`config.mk`:
```
export PLATFORM = sky130hd
export DESIGN_NAME = bitdec_core
export DESIGN_NICKNAME = d
export VERILOG_FILES = /design/src/rtl/bitdec_pkg.sv /design/src/rtl/bitdec_decode.sv /design/src/rtl/bitdec_logic.sv /design/src/rtl/bitdec_seq.sv /design/src/rtl/bitdec_core.sv
export SDC_FILE = /design/constraint.sdc
export NUM_CORES = 1
export LEC_CHECK = 0
export BUFFER_PORTS_ARGS = -buffer_cell sky130_fd_sc_hd__buf_2
export CAP_MARGIN = 10
export CORE_AREA = 4 4 41 43
export DETAILED_ROUTE_END_ITERATION = 10
export DIE_AREA = 0 0 45 47
export HOLD_SLACK_MARGIN = 0.02
export PLACE_DENSITY_LB_ADDON = 0.08
export REMOVE_ABC_BUFFERS = 1
export SKIP_LAST_GASP = 1
export SLEW_MARGIN = 15
export SYNTH_ARGS = -nofsm -noshare
export SYNTH_HDL_FRONTEND = slang
export SYNTH_HIERARCHICAL = 1
export SYNTH_SLANG_ARGS = --single-unit
```
`constraint.sdc`:
```
create_clock -name clk -period 3.3 [get_ports clk]
set_clock_uncertainty 0.1 [all_clocks]
set_input_delay 0.165 -clock clk [delete_from_list [all_inputs] [get_ports clk]]
set_output_delay 0.165 -clock clk [all_outputs]
set_load 0.005 [all_outputs]
```
`src/rtl/bitdec_pkg.sv`:
```
package bitdec_pkg;

    localparam int OP_W = 4;

    typedef enum logic [OP_W-1:0] {
        OP_NOP0 = 4'h0,
        OP_LD   = 4'h1,
        OP_LDC  = 4'h2,
        OP_AND  = 4'h3,
        OP_ANDC = 4'h4,
        OP_OR   = 4'h5,
        OP_ORC  = 4'h6,
        OP_XNOR = 4'h7,
        OP_STO  = 4'h8,
        OP_STOC = 4'h9,
        OP_IEN  = 4'hA,
        OP_OEN  = 4'hB,
        OP_JMP  = 4'hC,
        OP_RTN  = 4'hD,
        OP_SKZ  = 4'hE,
        OP_NOPF = 4'hF
    } op_e;

    typedef enum logic {
        ST_RUN  = 1'b0,
        ST_SKIP = 1'b1
    } st_e;

    typedef struct packed {
        logic nop0;
        logic nopf;
        logic rr_we;
        logic sto;
        logic sto_inv;
        logic ien_we;
        logic oen_we;
        logic jmp;
        logic rtn;
        logic skz;
    } ctl_t;

endpackage

```
`src/rtl/bitdec_decode.sv`:
```
module bitdec_decode
    import bitdec_pkg::*;
(
    input  op_e  op,
    output ctl_t ctl
);

    always_comb begin
        ctl = '0;
        unique case (op)
            OP_NOP0: ctl.nop0   = 1'b1;
            OP_LD, OP_LDC, OP_AND, OP_ANDC,
            OP_OR, OP_ORC, OP_XNOR:
                     ctl.rr_we  = 1'b1;
            OP_STO:  ctl.sto    = 1'b1;
            OP_STOC: begin
                     ctl.sto     = 1'b1;
                     ctl.sto_inv = 1'b1;
            end
            OP_IEN:  ctl.ien_we = 1'b1;
            OP_OEN:  ctl.oen_we = 1'b1;
            OP_JMP:  ctl.jmp    = 1'b1;
            OP_RTN:  ctl.rtn    = 1'b1;
            OP_SKZ:  ctl.skz    = 1'b1;
            OP_NOPF: ctl.nopf   = 1'b1;
            default: ctl = '0;
        endcase
    end

endmodule

```
`src/rtl/bitdec_logic.sv`:
```
module bitdec_logic
    import bitdec_pkg::*;
(
    input  op_e  op,
    input  logic rr,
    input  logic gd,
    output logic rr_nxt
);

    always_comb begin
        unique case (op)
            OP_LD:   rr_nxt = gd;
            OP_LDC:  rr_nxt = ~gd;
            OP_AND:  rr_nxt = rr & gd;
            OP_ANDC: rr_nxt = rr & ~gd;
            OP_OR:   rr_nxt = rr | gd;
            OP_ORC:  rr_nxt = rr | ~gd;
            OP_XNOR: rr_nxt = ~(rr ^ gd);
            default: rr_nxt = rr;
        endcase
    end

endmodule

```
`src/rtl/bitdec_seq.sv`:
```
module bitdec_seq
    import bitdec_pkg::*;
(
    input  logic clk,
    input  logic rst_n,
    input  logic skip_req,
    output st_e  st,
    output logic active
);

    st_e st_nxt;

    always_ff @(posedge clk or negedge rst_n) begin
        if (!rst_n) st <= ST_RUN;
        else        st <= st_nxt;
    end

    always_comb begin
        unique case (st)
            ST_RUN:  st_nxt = skip_req ? ST_SKIP : ST_RUN;
            ST_SKIP: st_nxt = ST_RUN;
            default: st_nxt = ST_RUN;
        endcase
    end

    assign active = (st == ST_RUN);

    assert_skip_one_cycle_R10: assert property (@(posedge clk) disable iff (!rst_n)
        (st == ST_SKIP) |=> (st == ST_RUN));

endmodule

```
`src/rtl/bitdec_core.sv`:
```
module bitdec_core
    import bitdec_pkg::*;
(
    input  logic            clk,
    input  logic            rst_n,
    input  logic [OP_W-1:0] instr_i,
    input  logic            din_i,
    output logic            dout_o,
    output logic            wr_o,
    output logic            jmp_o,
    output logic            rtn_o,
    output logic            nop0_o,
    output logic            nopf_o
);

    op_e  op;
    ctl_t ctl;
    st_e  st;
    logic active;
    logic rr_q, ien_q, oen_q;
    logic gd, rr_nxt, skip_req;

    assign op = op_e'(instr_i);
    assign gd = din_i & ien_q;
    assign skip_req = ctl.rtn | (ctl.skz & ~rr_q);

    bitdec_decode i_dec (.op(op), .ctl(ctl));

    bitdec_logic i_lu (.op(op), .rr(rr_q), .gd(gd), .rr_nxt(rr_nxt));

    bitdec_seq i_seq (
        .clk(clk), .rst_n(rst_n), .skip_req(skip_req),
        .st(st), .active(active)
    );

    // working state: result register and the two enable latches
    always_ff @(posedge clk or negedge rst_n) begin
        if (!rst_n) begin
            rr_q  <= 1'b0;
            ien_q <= 1'b0;
            oen_q <= 1'b0;
        end else if (active) begin
            if (ctl.rr_we)  rr_q  <= rr_nxt;
            if (ctl.ien_we) ien_q <= din_i;
            if (ctl.oen_we) oen_q <= din_i;
        end
    end

    // registered outputs: data, strobe and event flags
    always_ff @(posedge clk or negedge rst_n) begin
        if (!rst_n) begin
            dout_o <= 1'b0;
            wr_o   <= 1'b0;
            jmp_o  <= 1'b0;
            rtn_o  <= 1'b0;
            nop0_o <= 1'b0;
            nopf_o <= 1'b0;
        end else begin
            wr_o   <= active & ctl.sto & oen_q;
            jmp_o  <= active & ctl.jmp;
            rtn_o  <= active & ctl.rtn;
            nop0_o <= active & ctl.nop0;
            nopf_o <= active & ctl.nopf;
            if (active && ctl.sto && oen_q)
                dout_o <= rr_q ^ ctl.sto_inv;
        end
    end

    assert_wr_needs_oen_R5: assert property (@(posedge clk) disable iff (!rst_n)
        wr_o |-> $past(oen_q));

    assert_dout_only_on_wr_R4: assert property (@(posedge clk) disable iff (!rst_n)
        !wr_o |-> $stable(dout_o));

    assert_events_exclusive_R11: assert property (@(posedge clk) disable iff (!rst_n)
        $onehot0({wr_o, jmp_o, rtn_o, nop0_o, nopf_o}));

    assert_rtn_skips_R9: assert property (@(posedge clk) disable iff (!rst_n)
        rtn_o |-> (st == ST_SKIP));

    assert_skip_quiet_R10: assert property (@(posedge clk) disable iff (!rst_n)
        (st == ST_SKIP) |=> (!wr_o && !jmp_o && !rtn_o && !nop0_o && !nopf_o
                             && $stable(rr_q) && $stable(ien_q) && $stable(oen_q)));

    assert_jmp_keeps_rr_R7: assert property (@(posedge clk) disable iff (!rst_n)
        jmp_o |-> $stable(rr_q));

endmodule

```
======== Word level (Yosys, flattened, before mapping) ========
Index checks and enable logic that the tools add are counted.
cells by class
  eq/ne operators ......................... 15
  muxes and demuxes ....................... 13
  bitwise logic cells ..................... 19
  reduce and logical (&&, ||, !) cells .... 9
operator list
  cell                  number
  $eq A4 B4 Y1 const B  8
  $eq A4 B3 Y1 const B  4
  $mux W1               11
  $and A1 B1 Y1         10
  $eq A4 B2 Y1 const B  2
  $pmux W1 S7           1
  $reduce_bool A7 Y1    1
  $reduce_or A7 Y1      1
  $eq A4 B1 Y1 const B  1
  $logic_not A4 Y1      1
  $not A1 Y1            4
  $reduce_and A2 Y1     2
  $or A1 B1 Y1          3
  $reduce_and A3 Y1     1
  $logic_and A1 B1 Y1   2
  $pmux W1 S2           1
  $reduce_or A2 Y1      1
  $xor A1 B1 Y1         2
word-level totals
  flip-flop bits (word level) ............. 10
  input port bits ......................... 7
  word-level logic and storage cells ...... 66

======== Logic depth before layout (Yosys ltp) ========
Gate-level depths: netlist (run 1).
  depth after elaboration ................. 6
  depth in mapped cells ................... 5
  gate-level depth less buffers ........... 5

======== Modules after synthesis ========
Netlist (run 1), hierarchy kept.
by module, submodules not included
  module         times used  cells an instance  area an instance (µm²)  sequential area each (µm²)
  bitdec_core    1           25                 352.8                   225.2
  bitdec_decode  1           16                 83.8                    0.0
  bitdec_logic   1           9                  62.6                    0.0
  bitdec_seq     1           3                  35.0                    25.0

======== Worst setup path after synthesis (run 1) ========
Ideal clock, no wire load.
  path kind ............................... register to register
  from .................................... register ien_q
  to ...................................... register rr_q
  library setup time ...................... 125 ps
  data arrival time ....................... 1124 ps
  path slack .............................. 1951 ps
  stages on the path, launching flop included .. 6
  clock period less this slack ............ 1349 ps
  path through ............................ dfrtp_1 -> and2_1 -> a21o_2 -> a21oi_1 -> a311oi_1 -> mux2_2
between the ends
  word-level cells in the longest chain between the ends .. 4
ends and longest elaborated chain
  item                                                line                RTL
  from (decl)                                         bitdec_core.sv:20   logic rr_q, ien_q, oen_q;
  from (signal assigned)                              bitdec_core.sv:44   if (ctl.ien_we) ien_q <= din_i;
  $and A1 B1 Y1 (*)                                   bitdec_core.sv:24   assign gd = din_i & ien_q;
  net gd                                              bitdec_core.sv:21   logic gd, rr_nxt, skip_req;
  $xor A1 B1 Y1 / $not A1 Y1 (equally long branches)  --
  $not A1 Y1, or another cell as far along            bitdec_logic.sv:18  OP_XNOR: rr_nxt = ~(rr ^ gd);
  $pmux W1 S7 (*)                                     bitdec_logic.sv:11  unique case (op)
  net rr_nxt                                          bitdec_core.sv:21
  to (signal assigned)                                bitdec_core.sv:43   if (ctl.rr_we) rr_q <= rr_nxt;
  to (decl)                                           bitdec_core.sv:20
The timed path passes the listed nets; every way through them passes the cells marked *.
A chain may end at the register's enable or synchronous reset.

======== Worst setup path in the final report (run 1) ========
Same ends and word-level chain as after synthesis.

==> flow_summary_export.csv, run 1 <==
group,metric,value,unit
timing,slew_hr,0.814,
floorplanning,die_w,45,um
final_layout,final_design_area_no_fill,659,um^2
place,dp.final_hpwl,706,um
logic_synthesis,syn_inst,53,
logic_synthesis,mappedNetlistArea,534,um^2
place,finalWeightedCongestion,0.693,
worst_hold_path,holdCritPathClass,"primary input to register",
grt,globalRouteOverflowTotal,0,
floorplanning,io_pins,13,
final_layout,areaGrowthSynthToFinish,23.4,%
logic_synthesis,synthTopCellsByCount,"dfrtp_1, nor2_1, nand2_1",
setup_path,crit_required,3.35,ns
power,leakage_power_total,0.336,nW
detailed_routing,drt-initial-drc-count,10,
logic_synthesis,synthArstFlopShare,1.00,
clocking,cts_max_level,1,
detailed_routing,drt-total-wl,903,um
setup_path,path_class,"register to register",
power,cellPowerDensity,518,nW/um^2
floorplanning,fp-row-count,13,
logic_synthesis,synth-edff-count,0,
logic_synthesis,postSynthAreaPerCell,10.1,um^2
logic_synthesis,synth_top_cell_area_share,0.468,
setup_path,cp.arrival,1.48,ns
detailed_routing,avgViaCountPerCell,4.81,
clocking,tritoncts,"yes",
grt,wire_length_of_the_first_global_routing_pass,1540,um
clocking,clk_root_buffer_cell,"clkbuf_4",
setup_path,critical_path.startpoint_type,"register",
detailed_routing,avgRoutedWirePerCell,10.6,um
place,placement.cell_area,613,um^2
place,numPortBuffers,12,
floorplanning,core_area,1300,um^2
timing,timing_max_transition_violations_final,0,
grt,grt_start_max_net_pins,12,
grt,first_global_vias,363,
logic_synthesis,synth_ff_type,"dfrtp_1",
flow_run,maxCapViolCount,0,
timing,finalCritPeriodShare,0.434,
timing,max_clock_freq,699,MHz
timing,finalSetupViolCount,0,
grt,grt_use_total,0.102,
clocking,tritoncts_num_sinks,10,
final_layout,antenna_cells,0,
final_layout,nFillCells,129,
clocking,clock_path_buffers,2,
logic_synthesis,yosysWarningCount,6,
detailed_routing,drcViolationCount,0,
grt,antenna_found_initial,0,
setup_path,peak_fanout_along_the_critical_path,4,
floorplanning,initial_core_util,0.411,
run_status,outcome,"finished, final reports clean",
timing,tns,0,ns
logic_synthesis,ys_types,20,
final_layout,final_nets,78,
detailed_routing,drt_pass1_iterations,4,
timing,grt_setup_unrepaired,"false",
timing,finalWorstPathRequiredPeriod,1.43,ns
timing,hold_violations,0,
final_layout,drive_above_1_share,0.414,
timing,tightest_slew,0.278,ns
floorplanning,chipHeight,47,um
floorplanning,die-area,2120,um^2
logic_synthesis,synth.most_common_cell,"dfrtp_1",
power,irDropWorstVdd,258,uV
logic_synthesis,most_area_consuming_cells_after_synthesis,"dfrtp_1, nor2_1, mux2_2, and2_2, nand2_1",
logic_synthesis,synth_largest_area_cell,"dfrtp_1",
logic_synthesis,synth.yosys.seq_area_share,0.468,
logic_synthesis,postSynthRegisterBits,10,
setup_path,endpoint_class_of_the_critical_path,"register",
detailed_routing,total_via_count_after_detailed_routing,409,
clocking,numCtsBuffers,3,
clocking,clk-insertion-delay-late,0.26,ns
detailed_routing,detail-route-antenna-nets,0,
clocking,path_clk_slew,0.07,ns
-- report_power, final --
part / internal, mW / total (mW) / switching, mW
combinational: 0.0423 / 0.0769 / 0.0346
sequential: 0.143 / 0.158 / 0.0146
clock: 0.0668 / 0.106 / 0.0396
-- metrics by stage --
step / setup slack [ns] / hold WS (ns) / util / instances / power (mW)
2_1_floorplan: 1.95 / -0.231 / - / 53 / 0.209
3_3_place_gp: 1.90 / -0.0651 / 0.471 / 80 / 0.237
3_5_place_dp: 1.87 / -0.0598 / 0.471 / 80 / 0.238
4_1_cts: 1.86 / 0.0560 / 0.507 / 85 / 0.348
5_1_grt: 1.80 / 0.0571 / 0.507 / 85 / 0.367
6_report: 1.87 / 0.0642 / 0.507 / 85 / 0.341
-- cell type report --
| cell class | instances | area, um^2 | share of cell area |
|---|---|---|---|
| Clock buffer | 4 | 36.3 | 0.0550 |
| Inverter | 3 | 11.3 | 0.0171 |
| Multi-Input combinational cell | 40 | 273 | 0.414 |
| Sequential cell | 10 | 250 | 0.380 |
| Tap cell | 15 | 18.8 | 0.0285 |
| Timing Repair Buffer | 13 | 70.1 | 0.106 |
-- cells by family (layout without fill, tap and decap cells) --
kind of cell | Yosys count | after routing | synth area share
buf+inv | 3 | 20 | 0.0211
flops | 10 | 10 | 0.468
compound gates | 6 | 6 | 0.0937
mux | 4 | 4 | 0.0913
xor+xnor | 2 | 2 | 0.0328
simple gates | 28 | 28 | 0.293
-- worst max-delay path, stage by stage (launching register included) --
cell and delay (ns):
dfrtp_1 0.37, and2_1 0.18, a21o_2 0.22, a21oi_1 0.12, a311oi_1 0.06, mux2_2 0.27
-- path summary, 6_finish.rpt --
kind	from	endpoint	slack, ns	cells after the start
max	ien_q	rr_q	1.87	5
max in group asynchronous	rst_n	wr_o	2.73	2
min in group asynchronous	rst_n	dout_o	0.19	2
max reg2reg	ien_q	rr_q	1.87	5
min	din_i	oen_q	0.06	2
min reg2reg	i_seq/st	i_seq/st	0.33	1
-- sequential cells by signal, indices dropped and copies added, names as in the netlist --
| register | flops |
|---|---|
| dout_o | 1 |
| i_seq/st | 1 |
| ien_q | 1 |
| jmp_o | 1 |
| nop0_o | 1 |
| nopf_o | 1 |
| oen_q | 1 |
| rr_q | 1 |
| rtn_o | 1 |
| wr_o | 1 |
-- what timing repair did --
action | 4_1_cts | 5_1_grt
endpoints found under the hold margin | 10 | 0
resized for setup | 0 | 0
hold buffers | 1 | 0
endpoints found under the setup margin | 0 | 0
setup buffers | 0 | 0
-- placed cells by master (no fill, tap or decap) --
| cell type | count |
|---|---|
| dlygate4sd3_1 | 1 |
| a21oi_1 | 2 |
| clkbuf_4 | 3 |
| nor4_2 | 1 |
| xor2_1 | 2 |
| and3_4 | 1 |
| dfrtp_1 | 10 |
| a2111oi_2 | 1 |
| a311oi_1 | 1 |
| nor3_2 | 1 |
| nor2_1 | 9 |
| mux2_4 | 1 |
| nand2b_1 | 3 |
| and2_1 | 1 |
| nor2b_1 | 1 |
| mux2_2 | 3 |
| a21o_2 | 1 |
| and2_2 | 4 |
| buf_2 | 12 |
| clkbuf_8 | 1 |
| nor3_1 | 1 |
| nand2_1 | 6 |
| a21o_1 | 1 |
| inv_1 | 3 |
-- metal layers --
| metal | GRT usage | up-vias | wire (um) |
|---|---|---|---|
| li1 | - | 213 | - |
| met1 | 0.128 | 183 | 420 |
| met2 | 0.155 | 11 | 403 |
| met3 | 0.0575 | 2 | 71 |
| met4 | 0.0175 | 0 | 7 |
| met5 | 0 | - | 0 |
(Power assumes the default switching activity.)
==> run 2, diff against run 1 <==
==> constraint.sdc (replaced) <==
create_clock -name clk -period 1.45 [get_ports clk]
set_clock_uncertainty 0.1 [all_clocks]
set_input_delay 0.0725 -clock clk [delete_from_list [all_inputs] [get_ports clk]]
set_output_delay 0.0725 -clock clk [all_outputs]
set_load 0.005 [all_outputs]
==> flow_summary_export.csv, run 2 (synthesis results as in run 1) <==
group,metric,value,unit
floorplanning,die_w,45,um
place,finalWeightedCongestion,0.714,
place,placement.cell_area,636,um^2
floorplanning,io_pins,13,
detailed_routing,drt-total-wl,970,um
setup_path,path_cells,"and2_4 > a21o_2 > a21oi_1 > a311oi_1 > mux2_2",
detailed_routing,detail-route-antenna-nets,0,
setup_path,critical_path.startpoint_type,"register",
setup_path,cp.arrival,1.42,ns
timing,grt_setup_unrepaired,"false",
power,finalPower,817,uW
grt,antenna_found_initial,0,
grt,grt_use_total,0.110,
grt,first_global_vias,360,
timing,final_critical_path_setup_slack,0.0780,ns
setup_path,rrSetupSlack,0.08,ns
final_layout,nFillCells,133,
clocking,tritoncts,"yes",
clocking,cts_max_level,1,
timing,timing_max_transition_violations_final,0,
final_layout,final_nets,82,
grt,globalRouteOverflowTotal,0,
setup_path,crit-reg2reg-capture,"rr_q",
timing,max_clock_freq,729,MHz
detailed_routing,drcViolationCount,0,
timing,tightest_slew,0.282,ns
clocking,tritoncts_num_sinks,10,
final_layout,final_design_area_no_fill,694,um^2
final_layout,commonest_non_fill_non_tap_cell_in_the_layout,"buf_2",
detailed_routing,drt_pass1_iterations,4,
setup_path,cp_slowest_cell,"dfrtp_1",
setup_path,worst-r2r-cell-count,5,
floorplanning,die-area,2120,um^2
floorplanning,chipHeight,47,um
place,dp.final_hpwl,740,um
power,leakage_power_total,0.356,nW
floorplanning,fp-row-count,13,
clocking,clk_root_buffer_cell,"clkbuf_4",
power,irDropWorstVdd,479,uV
worst_hold_path,holdCritPathClass,"primary input to asynchronous set/reset pin",
grt,grt_start_max_net_pins,11,
final_layout,drive_above_1_share,0.446,
timing,fin_worst_hold_slack,0.0968,ns
place,dp_cell_count,83,
setup_path,crit_required,1.50,ns
final_layout,antenna_cells,0,
setup_path,endpoint_class_of_the_critical_path,"register",
setup_path,peak_fanout_along_the_critical_path,4,
detailed_routing,avgRoutedWirePerCell,10.9,um
final_layout,final_core_util,0.534,
clocking,numCtsBuffers,3,
setup_path,critPathMaxStageDelay,0.38,ns
setup_path,path_class,"register to register",
timing,finalCritPeriodShare,0.946,
final_layout,areaGrowthSynthToFinish,30.0,%
timing,tns,0,ns
run_status,outcome,"finished, final reports clean",
timing,slew_hr,0.812,
detailed_routing,total_via_count_after_detailed_routing,414,
clocking,path_clk_slew,0.07,ns
grt,wire_length_of_the_first_global_routing_pass,1660,um
clocking,clk-insertion-delay-late,0.26,ns
flow_run,maxCapViolCount,0,
final_layout,final_cell_mix,"buf_2, dfrtp_1, nor2_1, nand2_1, and2_2",
detailed_routing,drt-initial-drc-count,11,
detailed_routing,avgViaCountPerCell,4.65,
place,numPortBuffers,12,
floorplanning,core_area,1300,um^2
power,cellPowerDensity,1180,nW/um^2
place,pre_cts_ws,0.0548,ns
clocking,postCtsSetupRepairBufs,0,
timing,finalWorstPathRequiredPeriod,1.37,ns
clocking,clock_path_buffers,2,
setup_path,reg2reg_from,"ien_q",
timing,finalSetupViolCount,0,
floorplanning,initial_core_util,0.411,
timing,hold_violations,0,
final_layout,final_cells,89,
-- run 2: cell count changes in the layout (fill, tap and decap cells not counted), sizes merged --
cell,previous run,this run
buf,12,15
dlygate4sd3,1,2
-- run 2: what timing repair did --
item	CTS	global route
hold buffers	2	0
hold endpoints to repair	12	0
gates resized for setup	0	1
setup endpoints to repair	0	1
-- run 2: power breakdown --
group / switching (mW) / leakage [nW] / internal, mW
registers: 0.0222 / 0.130 / 0.326
logic: 0.0955 / 0.205 / 0.122
clock network: 0.0990 / 0.0210 / 0.152
-- run 2: cell type report --
type,instances,area (um^2),share of cell area
multi-input combinational,40,275,0.396
sequential,10,250,0.360
tap,15,18.8,0.0270
clock buffer,4,36.3,0.0523
inverter,3,11.3,0.0162
timing repair buffer,17,103,0.148
-- run 2: worst max-delay path by stage --
stage / endpoint / from / depth (start not counted) / slack (ns)
floorplan: rr_q / ien_q / 5 / 0.10
CTS: rr_q / ien_q / 5 / 0.04
global route: rr_q / ien_q / 5 / 0.009
global placement: rr_q / ien_q / 5 / 0.07
finish: rr_q / ien_q / 5 / 0.08
detailed placement: rr_q / ien_q / 5 / 0.05
-- run 2: per-layer routing --
metal / track usage / vias up / wire [um]
met5: 0 / - / 0
met4: 0.0526 / 0 / 0
met3: 0.0345 / 0 / 61
met2: 0.150 / 13 / 440
met1: 0.157 / 179 / 468
li1: - / 222 / -
-- run 2: critical path: cells and delay by family (launching register included) --
family	cells	cell delay (ns)
simple gates	1	0.15
compound gates	3	0.36
mux	1	0.26
flops	1	0.38
